==> config.mk <==
export PLATFORM = sky130hd
export DESIGN_NAME = ecc_err_capture
export DESIGN_NICKNAME = d
export VERILOG_FILES = /design/src/rtl/ecc_cap_pkg.sv /design/src/rtl/ecc_cap_ctrl.sv /design/src/rtl/ecc_cap_latch.sv /design/src/rtl/ecc_cap_irq.sv /design/src/rtl/ecc_err_capture.sv
export SDC_FILE = /design/constraint.sdc
export NUM_CORES = 1
export LEC_CHECK = 0
export BUFFER_PORTS_ARGS = -buffer_cell sky130_fd_sc_hd__buf_2
export CORE_MARGIN = 5
export CORE_UTILIZATION = 41
export DETAILED_ROUTE_END_ITERATION = 6
export GPL_ROUTABILITY_DRIVEN = 0
export PLACE_DENSITY_LB_ADDON = 0.1
export SYNTH_ARGS = -nofsm -noshare
export SYNTH_HDL_FRONTEND = slang
export SYNTH_SLANG_ARGS = --single-unit
==> constraint.sdc <==
create_clock -name clk -period 1.15 [get_ports clk]
set_input_delay 0.0575 -clock clk [delete_from_list [all_inputs] [get_ports clk]]
set_output_delay 0.0575 -clock clk [all_outputs]
set_load 0.05 [all_outputs]
==> src/rtl/ecc_cap_pkg.sv <==
package ecc_cap_pkg;

    localparam int REG_W       = 32;
    localparam int ADDR_W      = 32;
    localparam int SYN_W       = 8;
    localparam int LANE_W      = 8;
    localparam int NUM_LANES   = REG_W / LANE_W;

    // Field positions that software decodes.
    localparam int SCRUB_DIS_POS = 31;
    localparam int ADDR_HI_POS   = 30;
    localparam int ADDR_LO_POS   = 12;
    localparam int SYN_HI_POS    = 11;
    localparam int SYN_LO_POS    = 4;
    localparam int BERR_EN_POS   = 3;
    localparam int NMI_EN_POS    = 2;
    localparam int MBE_POS       = 1;
    localparam int SBE_POS       = 0;

    localparam int CAP_ADDR_W = ADDR_HI_POS - ADDR_LO_POS + 1;

    typedef enum logic [1:0] {
        ST_EMPTY = 2'b00,
        ST_SBE   = 2'b01,
        ST_MBE   = 2'b10
    } err_state_e;

    typedef struct packed {
        logic scrub_dis;
        logic berr_en;
        logic nmi_en;
    } ctl_t;

    typedef struct packed {
        err_state_e             st;
        logic [CAP_ADDR_W-1:0]  addr;
        logic [SYN_W-1:0]       syn;
    } cap_t;

    function automatic int lane_of(input int pos);
        return pos / LANE_W;
    endfunction

    // Multi-bit wins when both strobes coincide.
    function automatic err_state_e classify(input logic ce, input logic ue);
        if (ue)      return ST_MBE;
        else if (ce) return ST_SBE;
        else         return ST_EMPTY;
    endfunction

    function automatic logic [REG_W-1:0] pack_reg(input ctl_t c, input cap_t k);
        logic [REG_W-1:0] r;
        r = '0;
        r[SCRUB_DIS_POS]                = c.scrub_dis;
        r[ADDR_HI_POS:ADDR_LO_POS]      = k.addr;
        r[SYN_HI_POS:SYN_LO_POS]        = k.syn;
        r[BERR_EN_POS]                  = c.berr_en;
        r[NMI_EN_POS]                   = c.nmi_en;
        r[MBE_POS]                      = (k.st == ST_MBE);
        r[SBE_POS]                      = (k.st == ST_SBE);
        return r;
    endfunction

endpackage

==> src/rtl/ecc_cap_ctrl.sv <==
module ecc_cap_ctrl
    import ecc_cap_pkg::*;
(
    input  logic                 clk,
    input  logic                 rst,
    input  logic                 wr_en,
    input  logic [REG_W-1:0]     wdata,
    input  logic [NUM_LANES-1:0] be,
    output ctl_t                 ctl,
    output logic                 clr_req
);
    localparam int SD_LANE   = lane_of(SCRUB_DIS_POS);
    localparam int BE_LANE   = lane_of(BERR_EN_POS);
    localparam int NE_LANE   = lane_of(NMI_EN_POS);
    localparam int STAT_LANE = lane_of(SBE_POS);

    logic wr_sd, wr_be, wr_ne;

    always_comb begin
        wr_sd   = wr_en && be[SD_LANE];
        wr_be   = wr_en && be[BE_LANE];
        wr_ne   = wr_en && be[NE_LANE];
        clr_req = wr_en && be[STAT_LANE] && (wdata[SBE_POS] || wdata[MBE_POS]);
    end

    always_ff @(posedge clk) begin
        if (rst) begin
            ctl <= '0;
        end else begin
            if (wr_sd) ctl.scrub_dis <= wdata[SCRUB_DIS_POS];
            if (wr_be) ctl.berr_en   <= wdata[BERR_EN_POS];
            if (wr_ne) ctl.nmi_en    <= wdata[NMI_EN_POS];
        end
    end
endmodule

==> src/rtl/ecc_cap_latch.sv <==
module ecc_cap_latch
    import ecc_cap_pkg::*;
(
    input  logic              clk,
    input  logic              rst,
    input  logic              ce,
    input  logic              ue,
    input  logic [ADDR_W-1:0] addr,
    input  logic [SYN_W-1:0]  syn,
    input  logic              clr,
    output cap_t              cap
);
    logic armed;
    logic take;
    cap_t nxt;

    always_comb begin
        armed = (cap.st == ST_EMPTY);
        take  = armed && (ce || ue);
        nxt   = cap;
        if (take) begin
            nxt.st   = classify(ce, ue);
            nxt.addr = addr[ADDR_HI_POS:ADDR_LO_POS];
            nxt.syn  = syn;
        end else if (clr) begin
            nxt.st   = ST_EMPTY;
        end
    end

    always_ff @(posedge clk) begin
        if (rst) cap <= '{st: ST_EMPTY, addr: '0, syn: '0};
        else     cap <= nxt;
    end
endmodule

==> src/rtl/ecc_cap_irq.sv <==
module ecc_cap_irq
    import ecc_cap_pkg::*;
(
    input  ctl_t       ctl,
    input  err_state_e st,
    output logic       nmi,
    output logic       berr,
    output logic       scrub
);
    always_comb begin
        nmi   = ctl.nmi_en  && (st == ST_SBE);
        berr  = ctl.berr_en && (st == ST_MBE);
        scrub = !ctl.scrub_dis;
    end
endmodule

==> src/rtl/ecc_err_capture.sv <==
module ecc_err_capture
    import ecc_cap_pkg::*;
(
    input  logic                 clk,
    input  logic                 rst,
    input  logic                 ce_pulse,
    input  logic                 ue_pulse,
    input  logic [ADDR_W-1:0]    err_addr,
    input  logic [SYN_W-1:0]     err_syn,
    input  logic                 bus_wr_en,
    input  logic [REG_W-1:0]     bus_wdata,
    input  logic [NUM_LANES-1:0] bus_be,
    output logic [REG_W-1:0]     bus_rdata,
    output logic                 nmi_req,
    output logic                 berr_req,
    output logic                 scrub_en
);
    ctl_t ctl;
    cap_t cap;
    logic clr_req;

    ecc_cap_ctrl u_ctrl (
        .clk     (clk),
        .rst     (rst),
        .wr_en   (bus_wr_en),
        .wdata   (bus_wdata),
        .be      (bus_be),
        .ctl     (ctl),
        .clr_req (clr_req)
    );

    ecc_cap_latch u_latch (
        .clk  (clk),
        .rst  (rst),
        .ce   (ce_pulse),
        .ue   (ue_pulse),
        .addr (err_addr),
        .syn  (err_syn),
        .clr  (clr_req),
        .cap  (cap)
    );

    ecc_cap_irq u_irq (
        .ctl   (ctl),
        .st    (cap.st),
        .nmi   (nmi_req),
        .berr  (berr_req),
        .scrub (scrub_en)
    );

    assign bus_rdata = pack_reg(ctl, cap);
endmodule

==> reports/metrics.cfg <==
[place]
dp_hpwl_um = 2464
io_buffers = 73
place_inst = 264
pre_cts_slack_ns = -0.01776

[synth]
yosys_warnings = 0
synth_ff_type = dfxtp_1
synth_top_area_frac = 0.3855
ys_ff_latch = 32
synthesis.nets = 254
synthDistinctLibCells = 22
ys_seq_area_frac = 0.3855
synth_area_sq_um = 1662
synth_area_leaders = dfxtp_1 (39%), nand2b_1 (20%), mux2i_1 (16%), buf_4 (12%), buf_12 (2.4%)
avgSynthCellArea_sq_um = 9.605
synth_common_cells = nand2b_1 (54), dfxtp_1 (32), buf_4 (27), mux2i_1 (27), clkbuf_1 (6)
yosysMostFrequentCell = nand2b_1
synth-edff-count = 0
synthCells = 173
ys_async_sr_fraction = 0
yosys.area.top_type = dfxtp_1

[finish]
layout-drive-gt1-share = 0.4185
nets = 307
diodes = 0
layout.cells.non_filler = 277
area_growth_pct = 27.11
fin_util = 0.5318

[power]
vdd_drop_max_v = 0.0008937
power_frac_seq = 0.399
power_mw = 3.225
p_leak_nw = 1.039
p_comb_frac = 0.333
powerDensity_nw_per_um2 = 1527
internal_power_mw = 2.129
p_sw_frac = 0.3396
power.switching_mw = 1.095
clock_power_share = 0.269

[status]
violations = negative setup slack
status = finished, violations left

[critical_path]
required_ns = 1.09
crit_arrival_ns = 1.16
worstSetupPathType = reg2out
endpoint_kind = output pin
start_kind = register
cp_max_fo = 6

[global_route]
grt_max_degree = 61
use_met2 = 0.2234
use_met1 = 0.1329
grtUsageTotal = 0.1288
antenna_found_initial = 0
grt_overflow = 0
busiest_layer = met2
grt_use_met3 = 0.04651
grt_pass1_wl_um = 5382
first_global_vias = 1261

[clocking]
clkSinkCount = 32
htreeDepth = 2
cts_buffers = 5
clkLatencyLatePin_ns = 0.28
tritoncts = yes
cts_max_path_buffers = 2
clk_root_buffer_cell = clkbuf_8
clk_pin_slew_ns = 0.06

[route]
via_count = 1249
remaining_drc_errors = 0
drt-total-wl_um = 3439
drt_iter0_drc = 27
drtAntennaViolNets = 0
wl_per_cell_um = 12.42
dr.pass1.iters = 4
viasPerCell = 4.509

[floorplan]
chipWidth_um = 73.66
start_util = 0.4184
coreArea_sq_um = 3971
pin_count = 116
fp.dieArea_sq_um = 5426
num_rows = 23
chipHeight_um = 73.66

[timing]
finalHoldViolations = 0
finalHoldWorstSlack_ns = 0.02711
period_share = 1.058
fmax_mhz = 821.7
min_period_ns = 1.217
final-max-slew-violation-count = 0
rsz0062_at_grt = true
setup_ws_ns = -0.06698
worst_slew_pin_slew_ns = 0.2767
fin_skew_ns = 0.002556
relSlewSlack = 0.8129
finalSetupViolCount = 3

[min_path]
hold_class = in2reg

[run]
drv_cap = 0

-- power by group through the flow --
| stage | registers, mW | logic [mW] | clock network (mW) |
|---|---|---|---|
| finish | 1.29 | 1.07 | 0.866 |
| CTS | 1.29 | 0.999 | 0.901 |
| global placement | 1.30 | 0.964 | 0 |
| detailed placement | 1.31 | 0.982 | 0 |
| global route | 1.30 | 1.14 | 0.953 |
| floorplan | 1.31 | 0.874 | 0 |
-- cell families after synthesis --
kind of cell,count (synthesis),share of synthesized area
and+or+nand+nor,71,0.2605
buffers and inverters,37,0.1687
DFF,32,0.3855
muxes,27,0.1627
AOI/OAI and AO/OA,6,0.02259
-- per-stage QoR --
| stage | cell area, sq um | setup TNS [ns] |
|---|---|---|
| floorplan | 1674 | -0.01197 |
| global placement | 1899 | 0 |
| detailed placement | 1899 | -0.04912 |
| CTS | 2042 | -0.1707 |
| global route | 2112 | -0.8175 |
| finish | 2112 | -0.1346 |
-- critical path, cell delays in order (launching register included) --
cell     delay, ns
dfxtp_4       0.38
and2b_2       0.23
and2_4        0.14
buf_8         0.14
-- final timing paths --
check,startpoint,slack (ns),endpoint,depth (start not counted)
setup / recovery,u_latch.cap[28],-0.07,nmi_req,3
hold / removal,bus_wdata[2],0.03,u_ctrl.ctl[0],3
setup reg to reg,u_latch.cap[28],0.01,u_latch.cap[14],4
hold reg to reg,u_latch.cap[26],0.47,u_latch.cap[26],2
-- cell type report --
class | count | area (sq um)
Clock buffer | 8 | 90.09
Sequential cell | 32 | 648.1
Fill cell | 385 | 1859
Inverter | 1 | 3.754
Multi-Input combinational cell | 104 | 760.7
Tap cell | 50 | 62.56
Timing Repair Buffer | 82 | 546.8
-- layout by cell type (no fill, tap or decap), types with 3 or more instances in the layout --
cell      count
nand3_1       3
mux2i_1      27
buf_2        70
clkbuf_8      6
dfxtp_1      30
a21oi_1       3
nand2b_1     54
buf_12        4
nand2_1       5
-- per-layer routing --
layer  routed length, um  vias to the layer above
met5                   0                        -
met4                 104                        0
met3                 294                       11
met2                1705                       47
met1                1336                      553
li1                    -                      638
-- registers in the layout, indices dropped and copies added, names as in the netlist --
register     count
u_ctrl.ctl       3
u_latch.cap     29
-- timing repair --
item | 4_1_cts | 5_1_grt
buffers inserted | 1 | 1
pin swaps | 2 | 0
resized for setup | 13 | 0
hold buffers | 1 | 0
cloned | 0 | 2
setup endpoints to repair | 19 | 18
hold endpoints to repair | 1 | 0
Power figures use the tool's default switching activity.
